[config.mk]
export PLATFORM = sky130hd
export DESIGN_NAME = vatrans_walker
export DESIGN_NICKNAME = d
export VERILOG_FILES = /design/src/rtl/vatrans_pkg.sv /design/src/rtl/vatrans_l1_addr.sv /design/src/rtl/vatrans_l1_decode.sv /design/src/rtl/vatrans_l2_decode.sv /design/src/rtl/vatrans_walker.sv
export SDC_FILE = /design/constraint.sdc
export NUM_CORES = 1
export LEC_CHECK = 0
export BUFFER_PORTS_ARGS = -buffer_cell sky130_fd_sc_hd__clkbuf_2
export CORE_MARGIN = 8
export CORE_UTILIZATION = 49
export DETAILED_ROUTE_END_ITERATION = 8
export PLACE_DENSITY = 0.81
export SETUP_SLACK_MARGIN = 0.02
export SLEW_MARGIN = 20
export SYNTH_ARGS = -nofsm -noshare
export SYNTH_HDL_FRONTEND = slang
export SYNTH_SLANG_ARGS = --single-unit
[constraint.sdc]
create_clock -name clk -period 2.7 [get_ports clk]
set_clock_uncertainty 0.15 [all_clocks]
set_input_delay 0.27 -clock clk [delete_from_list [all_inputs] [get_ports clk]]
set_output_delay 0.27 -clock clk [all_outputs]
set_load 0.05 [all_outputs]
[src/rtl/vatrans_pkg.sv]
package vatrans_pkg;

  // address field boundaries of the translation format
  localparam int unsigned WORD_LSB    = 2;
  localparam int unsigned SMALL_SHIFT = 12;
  localparam int unsigned LARGE_SHIFT = 16;
  localparam int unsigned SECT_SHIFT  = 20;
  localparam int unsigned L2_PTR_LSB  = 10;
  localparam int unsigned L1_TBL_LSB  = 14;

  localparam int unsigned L1_IDX_W = L1_TBL_LSB - WORD_LSB;
  localparam int unsigned L2_IDX_W = SECT_SHIFT - SMALL_SHIFT;

  // descriptor type codes in bits [1:0]
  localparam logic [1:0] L1_T_FAULT0 = 2'd0;
  localparam logic [1:0] L1_T_TABLE  = 2'd1;
  localparam logic [1:0] L1_T_SECT   = 2'd2;
  localparam logic [1:0] L2_T_FAULT  = 2'd0;
  localparam logic [1:0] L2_T_LARGE  = 2'd1;

  localparam logic LVL_FIRST  = 1'b0;
  localparam logic LVL_SECOND = 1'b1;

  typedef enum logic [1:0] {
    MAP_NONE    = 2'd0,
    MAP_SECTION = 2'd1,
    MAP_LARGE   = 2'd2,
    MAP_SMALL   = 2'd3
  } map_kind_e;

  typedef enum logic [1:0] {
    WS_IDLE = 2'd0,
    WS_L1   = 2'd1,
    WS_L2   = 2'd2,
    WS_RSP  = 2'd3
  } walk_state_e;

endpackage

[src/rtl/vatrans_l1_addr.sv]
module vatrans_l1_addr
  import vatrans_pkg::*;
#(
  parameter int unsigned ADDR_W = 32
) (
  input  logic [ADDR_W-L1_TBL_LSB-1:0] tbl_hi,
  input  logic [ADDR_W-SECT_SHIFT-1:0] l1_idx,
  output logic [ADDR_W-1:0]            l1_addr
);

  // 16 KB aligned table, one word per 1 MB region
  always_comb begin
    l1_addr = {tbl_hi, l1_idx, {WORD_LSB{1'b0}}};
  end

endmodule

[src/rtl/vatrans_l1_decode.sv]
module vatrans_l1_decode
  import vatrans_pkg::*;
#(
  parameter int unsigned ADDR_W = 32
) (
  input  logic [ADDR_W-1:0]     desc,
  input  logic [SECT_SHIFT-1:0] va_off,
  output logic                  is_fault,
  output logic                  is_table,
  output logic                  is_section,
  output logic [ADDR_W-1:0]     section_pa,
  output logic [ADDR_W-1:0]     l2_addr
);

  logic [1:0] dtype;
  logic       unused_desc_mid;

  assign dtype = desc[1:0];
  assign unused_desc_mid = ^desc[L2_PTR_LSB-1:WORD_LSB];

  always_comb begin
    is_table   = (dtype == L1_T_TABLE);
    is_section = (dtype == L1_T_SECT);
    // type 0 and type 3 are both treated as invalid
    is_fault   = !is_table && !is_section;
    section_pa = {desc[ADDR_W-1:SECT_SHIFT], va_off};
    l2_addr    = {desc[ADDR_W-1:L2_PTR_LSB],
                  va_off[SECT_SHIFT-1:SMALL_SHIFT],
                  {WORD_LSB{1'b0}}};
  end

endmodule

[src/rtl/vatrans_l2_decode.sv]
module vatrans_l2_decode
  import vatrans_pkg::*;
#(
  parameter int unsigned ADDR_W = 32
) (
  input  logic [ADDR_W-1:0]      desc,
  input  logic [LARGE_SHIFT-1:0] va_off,
  output logic                   is_fault,
  output logic [1:0]             kind,
  output logic [ADDR_W-1:0]      pa
);

  logic [1:0] dtype;
  logic       unused_desc_mid;

  assign dtype = desc[1:0];
  assign unused_desc_mid = ^desc[SMALL_SHIFT-1:WORD_LSB];

  always_comb begin
    is_fault = 1'b0;
    kind     = MAP_NONE;
    pa       = '0;
    if (dtype[1]) begin
      // small page: either encoding with bit 1 set
      kind = MAP_SMALL;
      pa   = {desc[ADDR_W-1:SMALL_SHIFT], va_off[SMALL_SHIFT-1:0]};
    end else if (dtype == L2_T_LARGE) begin
      kind = MAP_LARGE;
      pa   = {desc[ADDR_W-1:LARGE_SHIFT], va_off};
    end else begin
      is_fault = 1'b1;
    end
  end

endmodule

[src/rtl/vatrans_walker.sv]
module vatrans_walker
  import vatrans_pkg::*;
#(
  parameter int unsigned ADDR_W = 32
) (
  input  logic              clk,
  input  logic              rst,
  input  logic [ADDR_W-1:0] tbl_base,
  input  logic              req_valid,
  input  logic [ADDR_W-1:0] req_va,
  output logic              req_ready,
  output logic              mem_rd_req,
  output logic [ADDR_W-1:0] mem_rd_addr,
  input  logic              mem_rd_valid,
  input  logic [ADDR_W-1:0] mem_rd_data,
  output logic              rsp_valid,
  output logic              rsp_fault,
  output logic              rsp_level,
  output logic [1:0]        rsp_kind,
  output logic [ADDR_W-1:0] rsp_va,
  output logic [ADDR_W-1:0] rsp_pa
);

  walk_state_e       state_q;
  logic [ADDR_W-1:0] va_q;

  logic [ADDR_W-1:0] l1_rd_addr;
  logic              l1_fault;
  logic              l1_table;
  logic              l1_section;
  logic [ADDR_W-1:0] l1_section_pa;
  logic [ADDR_W-1:0] l2_rd_addr;
  logic              l2_fault;
  logic [1:0]        l2_kind;
  logic [ADDR_W-1:0] l2_pa;
  logic              unused_base_lo;

  assign unused_base_lo = ^tbl_base[L1_TBL_LSB-1:0];

  vatrans_l1_addr #(.ADDR_W(ADDR_W)) u_l1_addr (
    .tbl_hi  (tbl_base[ADDR_W-1:L1_TBL_LSB]),
    .l1_idx  (req_va[ADDR_W-1:SECT_SHIFT]),
    .l1_addr (l1_rd_addr)
  );

  vatrans_l1_decode #(.ADDR_W(ADDR_W)) u_l1_dec (
    .desc       (mem_rd_data),
    .va_off     (va_q[SECT_SHIFT-1:0]),
    .is_fault   (l1_fault),
    .is_table   (l1_table),
    .is_section (l1_section),
    .section_pa (l1_section_pa),
    .l2_addr    (l2_rd_addr)
  );

  vatrans_l2_decode #(.ADDR_W(ADDR_W)) u_l2_dec (
    .desc     (mem_rd_data),
    .va_off   (va_q[LARGE_SHIFT-1:0]),
    .is_fault (l2_fault),
    .kind     (l2_kind),
    .pa       (l2_pa)
  );

  always_ff @(posedge clk) begin
    if (rst) begin
      state_q     <= WS_IDLE;
      va_q        <= '0;
      req_ready   <= 1'b1;
      mem_rd_req  <= 1'b0;
      mem_rd_addr <= '0;
      rsp_valid   <= 1'b0;
      rsp_fault   <= 1'b0;
      rsp_level   <= LVL_FIRST;
      rsp_kind    <= MAP_NONE;
      rsp_va      <= '0;
      rsp_pa      <= '0;
    end else begin
      mem_rd_req <= 1'b0;
      rsp_valid  <= 1'b0;
      case (state_q)
        WS_IDLE: begin
          if (req_valid) begin
            va_q        <= req_va;
            req_ready   <= 1'b0;
            mem_rd_req  <= 1'b1;
            mem_rd_addr <= l1_rd_addr;
            state_q     <= WS_L1;
          end
        end
        WS_L1: begin
          if (mem_rd_valid) begin
            if (l1_table) begin
              mem_rd_req  <= 1'b1;
              mem_rd_addr <= l2_rd_addr;
              state_q     <= WS_L2;
            end else begin
              rsp_valid <= 1'b1;
              rsp_fault <= l1_fault;
              rsp_level <= LVL_FIRST;
              rsp_kind  <= l1_section ? MAP_SECTION : MAP_NONE;
              rsp_pa    <= l1_section ? l1_section_pa : '0;
              rsp_va    <= va_q;
              state_q   <= WS_RSP;
            end
          end
        end
        WS_L2: begin
          if (mem_rd_valid) begin
            rsp_valid <= 1'b1;
            rsp_fault <= l2_fault;
            rsp_level <= LVL_SECOND;
            rsp_kind  <= l2_kind;
            rsp_pa    <= l2_pa;
            rsp_va    <= va_q;
            state_q   <= WS_RSP;
          end
        end
        WS_RSP: begin
          req_ready <= 1'b1;
          state_q   <= WS_IDLE;
        end
        default: begin
          req_ready <= 1'b1;
          state_q   <= WS_IDLE;
        end
      endcase
    end
  end

endmodule

==> flow_summary_export.csv, run 1 <==
group,metric,value,unit
die,top_level_ports,203,
worst_setup_path,crit_path_top_delay_cell,"o22a_2",
drt,dr_total_vias,5484,
clock_tree,numClockSinks,135,
clock_tree,numCtsBuffers,17,
drt,wl_per_cell,17.1,um
sta,drv_slew,0,
global_routing,grt_max_degree,83,
die,rows,38,
power_and_ir_drop,leakage,3.21,nW
worst_hold_path,hold_depth,3,
sta,slew_headroom,54.7,%
clock_tree,clk_latency,0.51,ns
yosys,ys_ff_latch,135,
global_routing,antenna_found_initial,2,
worst_setup_path,reg2reg_depth,7,
sta,max_freq,0.426,GHz
status,status,"finished, final reports clean",
clock_tree,htree_levels,4,
die,die_x,120,um
worst_setup_path,path_depth,7,
worst_setup_path,worst-path-buf-inv,2,
power_and_ir_drop,netSwitchingPower,3.90,mW
drt,drc_errors,0,
layout,fin_cells,1020,
yosys,seq_area_frac_synth,50.7,%
worst_setup_path,crit_type,"flip-flop to flip-flop",
worst_setup_path,arrival,2.63,ns
sta,whs,0.0503,ns
sta,final.setup.tns,0,ns
layout,final_core_util,71.0,%
power_and_ir_drop,power_density,1160,nW/um^2
layout,n_fill_cell,781,
worst_setup_path,end_kind,"flip-flop",
worst_hold_path,hold_class,"input pin to flip-flop",
layout,final_nets,976,
clock_tree,cts_buffer_depth,2,
power_and_ir_drop,p_seq_share,30.4,%
power_and_ir_drop,combPwrFrac,43.5,%
power_and_ir_drop,p_sw_share,44.1,%
drt,final_antenna_net_count,0,
drt,routed_wl,17.4,mm
worst_setup_path,worstPathCellList,"inv_1, ha_1, o21ba_2, o22a_2, buf_4, nand2_1, a21oi_1",
sta,finalSetupViolations,0,
placed_design,place_congestion,0.835,
power_and_ir_drop,ir_drop,0.000876,V
sta,report.final.hold_viol_count,0,
die,dieArea,14500,um^2
power_and_ir_drop,p_total,8.85,mW
yosys,synth_warnings,0,
drt,dr.pass1.iters,5,
die,initial_core_util,49.6,%
worst_setup_path,critPathMaxStageDelay,0.42,ns
clock_tree,ctsResizeCount,0,
clock_tree,path_clk_slew,0.06,ns
clock_tree,cts_tree,"done",
yosys,avgSynthCellArea,8.41,um^2
layout,drive_above_1_share,25.9,%
placed_design,hpwl,11.1,mm
placed_design,placed_area,6300,um^2
sta,fin_crit,2.35,ns
worst_setup_path,cp_max_fo,23,
sta,period_share,86.9,%
global_routing,grt_pass1_wl,27.9,mm
yosys,synthesis.area,5330,um^2
drt,first_iter_violations,531,
placed_design,pre_cts_slack,0.269,ns
global_routing,grt_overflow,0,
power_and_ir_drop,clkPwrFrac,26.1,%
clock_tree,post_cts_buffers,0,
die,core,10700,um^2
global_routing,grt_pass1_vias,5686,
flow_run,drv_cap,0,
worst_setup_path,required,2.99,ns
sta,worst_pin_slew,0.679,ns
placed_design,io_buffers,178,
worst_setup_path,critical-path-top-delay-family,"compound AO/OA/AOI/OAI gates",
drt,via_per_inst,5.38,
die,die_h,120,um
yosys,postSynthCellCount,634,
yosys,ys_types,32,
global_routing,grtUsageTotal,23.8,%
power_and_ir_drop,p_int,4.95,mW
clock_tree,clockRootBuffer,"clkbuf_8",
layout,design_area,7620,um^2
layout,area_growth_syn_to_layout,43.0,%
sta,rsz0062_at_grt,"no",
worst_setup_path,start_kind,"flip-flop",
placed_design,dp.cells,914,
sta,fin_ws,0.353,ns
what timing repair did:
action | 4_1_cts | 5_1_grt
setup endpoints to repair | 0 | 0
hold buffers | 72 | 0
endpoints found under the hold margin | 78 | 0
synthesized netlist by cell type:
cell | n | area (um^2)
nand3b_1 | 1 | 7.51
nor2b_1 | 2 | 12.5
a21oi_1 | 98 | 490
o21ai_0 | 5 | 25.0
o22a_1 | 1 | 8.76
a222oi_1 | 8 | 80.1
ha_1 | 11 | 138
buf_1 | 1 | 3.75
a2bb2oi_1 | 4 | 35.0
a311oi_1 | 1 | 8.76
o22ai_2 | 1 | 12.5
a22oi_2 | 1 | 12.5
nand2b_1 | 7 | 43.8
and3_1 | 1 | 6.26
buf_6 | 2 | 22.5
nor3_1 | 1 | 5.00
conb_1 | 1 | 3.75
o21bai_1 | 1 | 7.51
or2_2 | 1 | 6.26
nor3_2 | 1 | 10.0
o21ba_2 | 1 | 10.0
clkbuf_1 | 26 | 97.6
buf_4 | 2 | 15.0
mux2i_1 | 31 | 310
dfxtp_1 | 135 | 2700
and2_1 | 1 | 6.26
inv_1 | 9 | 33.8
nand2_1 | 165 | 619
nor2_1 | 42 | 158
buf_2 | 19 | 95.1
a211oi_1 | 30 | 225
nand3_1 | 24 | 120
worst register-to-register path, stage by stage, from the launching register on:
cell and delay [ns]:
dfxtp_1 0.35, inv_1 0.14, ha_1 0.37, o21ba_2 0.24, o22a_2 0.42, buf_4 0.34
nand2_1 0.10, a21oi_1 0.17
path summary, 6_finish.rpt:
path / from / to / slack, ns
setup / recovery: state_q[0]$_SDFFE_PP0P_ / rsp_pa[23]$_SDFFE_PP0P_ / 0.35
hold / removal: mem_rd_data[11] / mem_rd_addr[11]$_SDFFE_PP0P_ / 0.05
setup reg to reg: state_q[0]$_SDFFE_PP0P_ / rsp_pa[23]$_SDFFE_PP0P_ / 0.35
hold reg to reg: rsp_pa[0]$_SDFFE_PP0P_ / rsp_pa[0]$_SDFFE_PP0P_ / 0.30
layout by cell type (no fill, tap or decap), types with 16 or more instances in the layout:
cell type and instances:
dlygate4sd3_1 72, nor2_1 42, clkbuf_16 16, mux2i_1 31, nand2_1 165, a21oi_1 98, dfxtp_1 135, a211oi_1 30
nand3_1 24, clkbuf_2 177
state kept, by name, indices dropped and copies added, names as in the netlist:
| name | flops |
|---|---|
| req_ready | 1 |
| rsp_fault | 1 |
| rsp_valid | 1 |
| rsp_va | 32 |
| state_q | 2 |
| rsp_kind | 2 |
| rsp_level | 1 |
| mem_rd_req | 1 |
| mem_rd_addr | 30 |
| rsp_pa | 32 |
| va_q | 32 |
power groups by stage:
stage	Clock [mW]	Combinational, mW	Sequential [mW]
2_1_floorplan	0	1.75	3.75
3_3_place_gp	0	3.61	2.69
3_5_place_dp	0	3.71	2.71
4_1_cts	2.33	3.81	2.67
5_1_grt	2.42	4.15	2.74
6_report	2.31	3.85	2.69
routing by layer:
metal  up-vias  wire, um  GRT usage [%]
li1       2626         -              -
met1      2560      6780           26.4
met2       241      8590           40.2
met3        57      1280           7.09
met4         0       792           13.5
met5         -         0              0
kinds of logic (layout without fill, tap and decap cells):
group / Yosys count / count (layout) / synth area share [%]
flops: 135 / 135 / 50.7
mux: 31 / 31 / 5.82
simple gates: 246 / 246 / 18.7
buf+inv: 59 / 302 / 5.02
other cells: 1 / 4 / 0.0703
compound gates: 151 / 151 / 17.2
fa+ha+maj: 11 / 11 / 2.58
area by class of cell:
| type | instances | area (um^2) | area share [%] |
|---|---|---|---|
| clock buffer | 20 | 445 | 5.84 |
| clock inverter | 12 | 151 | 1.99 |
| timing repair buffer | 261 | 1730 | 22.7 |
| sequential | 135 | 2700 | 35.4 |
| tap | 140 | 175 | 2.30 |
| inverter | 9 | 33.8 | 0.443 |
| multi-input combinational | 441 | 2380 | 31.2 |
| antenna | 2 | 5.00 | 0.0656 |
Power figures use the tool's default switching activity.
==> run 2, diff against run 1 <==
--- a/config.mk
+++ b/config.mk
@@ -6,4 +6,5 @@
 export NUM_CORES = 1
 export LEC_CHECK = 0
+export ABC_AREA = 0
 export BUFFER_PORTS_ARGS = -buffer_cell sky130_fd_sc_hd__clkbuf_2
 export CORE_MARGIN = 8
==> constraint.sdc (replaced) <==
create_clock -name clk -period 2.7 [get_ports clk]
set_clock_uncertainty 0.15 [all_clocks]
set_input_delay 0.54 -clock clk [delete_from_list [all_inputs] [get_ports clk]]
set_output_delay 0.54 -clock clk [all_outputs]
set_load 0.05 [all_outputs]
==> flow_summary_export.csv, run 2 (same netlist as run 1, synthesis figures left out) <==
group,metric,value,unit
worst_setup_path,cp_max_fo,24,
sta,slew_headroom,61.2,%
clock_tree,path_clk_slew,0.06,ns
die,initial_core_util,49.6,%
clock_tree,cts_buffer_depth,2,
die,rows,38,
power_and_ir_drop,p_sw_share,44.0,%
sta,rsz0062_at_grt,"no",
global_routing,grt_pass1_wl,25.4,mm
drt,final_antenna_net_count,0,
clock_tree,cts_hold_buf,0,
layout,layout_common_cells,"clkbuf_2, nand2_1, dfxtp_1",
placed_design,place_congestion,0.875,
sta,max_freq,0.441,GHz
layout,num_antenna_cells,0,
drt,dr.pass1.iters,5,
worst_setup_path,critical-path-top-delay-family,"compound AO/OA/AOI/OAI gates",
clock_tree,clk_latency,0.52,ns
power_and_ir_drop,netSwitchingPower,3.84,mW
layout,final_nets,908,
die,die_x,120,um
clock_tree,ctsResizeCount,0,
power_and_ir_drop,leakage,2.93,nW
die,top_level_ports,203,
clock_tree,cts_tree,"done",
layout,final_core_util,64.4,%
power_and_ir_drop,power_density,1260,nW/um^2
worst_setup_path,worst-path-buf-inv,2,
sta,fin_crit,2.27,ns
global_routing,grt_max_degree,58,
flow_run,drv_cap,0,
drt,first_iter_violations,430,
sta,finalSetupViolations,0,
layout,top_regs,"rsp_pa: 32 flops, rsp_va: 32 flops, va_q: 32 flops",
power_and_ir_drop,p_seq_share,30.8,%
worst_setup_path,start_kind,"flip-flop",
placed_design,hpwl,11.3,mm
sta,period_share,83.9,%
sta,report.final.hold_viol_count,0,
drt,drc_errors,0,
layout,final_common_cell,"clkbuf_2",
worst_setup_path,worstPathCellList,"inv_1, ha_1, o21ba_2, o22a_2, buf_4, nand2_1, a21oi_1",
worst_setup_path,critPathMaxStageDelay,0.39,ns
sta,final.setup.tns,0,ns
worst_hold_path,hold_class,"input pin to flip-flop",
sta,whs,0.0838,ns
power_and_ir_drop,ir_drop,0.000736,V
drt,via_per_inst,5.45,
worst_setup_path,crit_path_top_delay_cell,"ha_1",
global_routing,grt_pass1_vias,5096,
worst_setup_path,crit_type,"flip-flop to flip-flop",
global_routing,grt_overflow,0,
clock_tree,htree_levels,4,
drt,routed_wl,16.1,mm
global_routing,antenna_found_initial,0,
sta,drv_slew,0,
clock_tree,numClockSinks,135,
die,dieArea,14500,um^2
clock_tree,post_cts_buffers,0,
worst_setup_path,arrival,2.56,ns
status,status,"finished, final reports clean",
drt,wl_per_cell,16.9,um
layout,n_fill_cell,931,
clock_tree,clockRootBuffer,"clkbuf_8",
layout,drive_above_1_share,28.5,%
worst_setup_path,required,3.00,ns
placed_design,io_buffers,178,
die,core,10700,um^2
global_routing,grtUsageTotal,21.9,%
worst_setup_path,end_kind,"flip-flop",
power_and_ir_drop,combPwrFrac,42.7,%
clock_tree,numCtsBuffers,17,
sta,worst_pin_slew,0.578,ns
die,die_h,120,um
power_and_ir_drop,p_int,4.88,mW
drt,dr_total_vias,5177,
power_and_ir_drop,clkPwrFrac,26.5,%
layout,area_growth_syn_to_layout,29.7,%
-- run 2: changes by cell type in the layout (fill, tap and decap cells not counted) --
cell           delta
dlygate4sd3_1    -72
inv_6             +1
buf_12            -1
buf_4             +5
diode_2           -2
clkinvlp_4        -2
clkinv_2          +1
-- run 2: final timing paths --
kind	from	to	slack, ns	cells past startpoint
worst max-delay path	state_q[0]$_SDFFE_PP0P_	rsp_pa[8]$_SDFFE_PP0P_	0.43	7
worst min-delay path	req_va[6]	va_q[6]$_SDFFE_PP0P_	0.08	3
worst max register to register	state_q[0]$_SDFFE_PP0P_	rsp_pa[8]$_SDFFE_PP0P_	0.43	7
worst min register to register	rsp_va[27]$_SDFFE_PP0P_	rsp_va[27]$_SDFFE_PP0P_	0.30	2
-- run 2: worst register-to-register path, delay by kind of cell, from the launching register on --
| family | cells | cell delay (ns) |
|---|---|---|
| AO/OA/AOI/OAI | 3 | 0.72 |
| adder cells (fa/ha/maj) | 1 | 0.40 |
| buffers and inverters | 2 | 0.47 |
| flip-flops | 1 | 0.35 |
| AND/OR/NAND/NOR | 1 | 0.12 |
-- run 2: layout make-up --
type	instances	area [um^2]	share of cell area, %
timing repair buffer	193	1030	14.9
clock buffer	20	445	6.44
inverter	9	33.8	0.489
tap	140	175	2.53
clock inverter	12	150	2.17
sequential	135	2700	39.1
multi-input combinational	441	2380	34.4
-- run 2: per-stage QoR --
step	cells	total power, mW	worst slack [ns]	instance area, um^2
2_1_floorplan	635	5.50	0.629	5340
3_3_place_gp	918	6.30	0.272	6320
3_5_place_dp	918	6.41	0.139	6320
4_1_cts	950	8.74	0.461	6920
5_1_grt	950	9.16	0.257	6920
6_report	950	8.71	0.435	6920
-- run 2: power by group through the flow --
stage          clock [mW]  sequential, mW  combinational, mW
2_1_floorplan           0            3.75               1.75
3_3_place_gp            0            2.69               3.61
3_5_place_dp            0            2.72               3.70
4_1_cts              2.34            2.68               3.72
5_1_grt              2.44            2.74               3.98
6_report             2.31            2.69               3.72
-- run 2: routing by layer --
layer  routed length (um)  GRT usage, %  up-vias  share of wire, %
met5                    0             0        -                 0
met4                  578          11.4        0               3.6
met3                 1290          7.46       47               8.0
met2                 7800          36.4      230                49
met1                 6410          24.4     2425                40
li1                     -             -     2475                 -
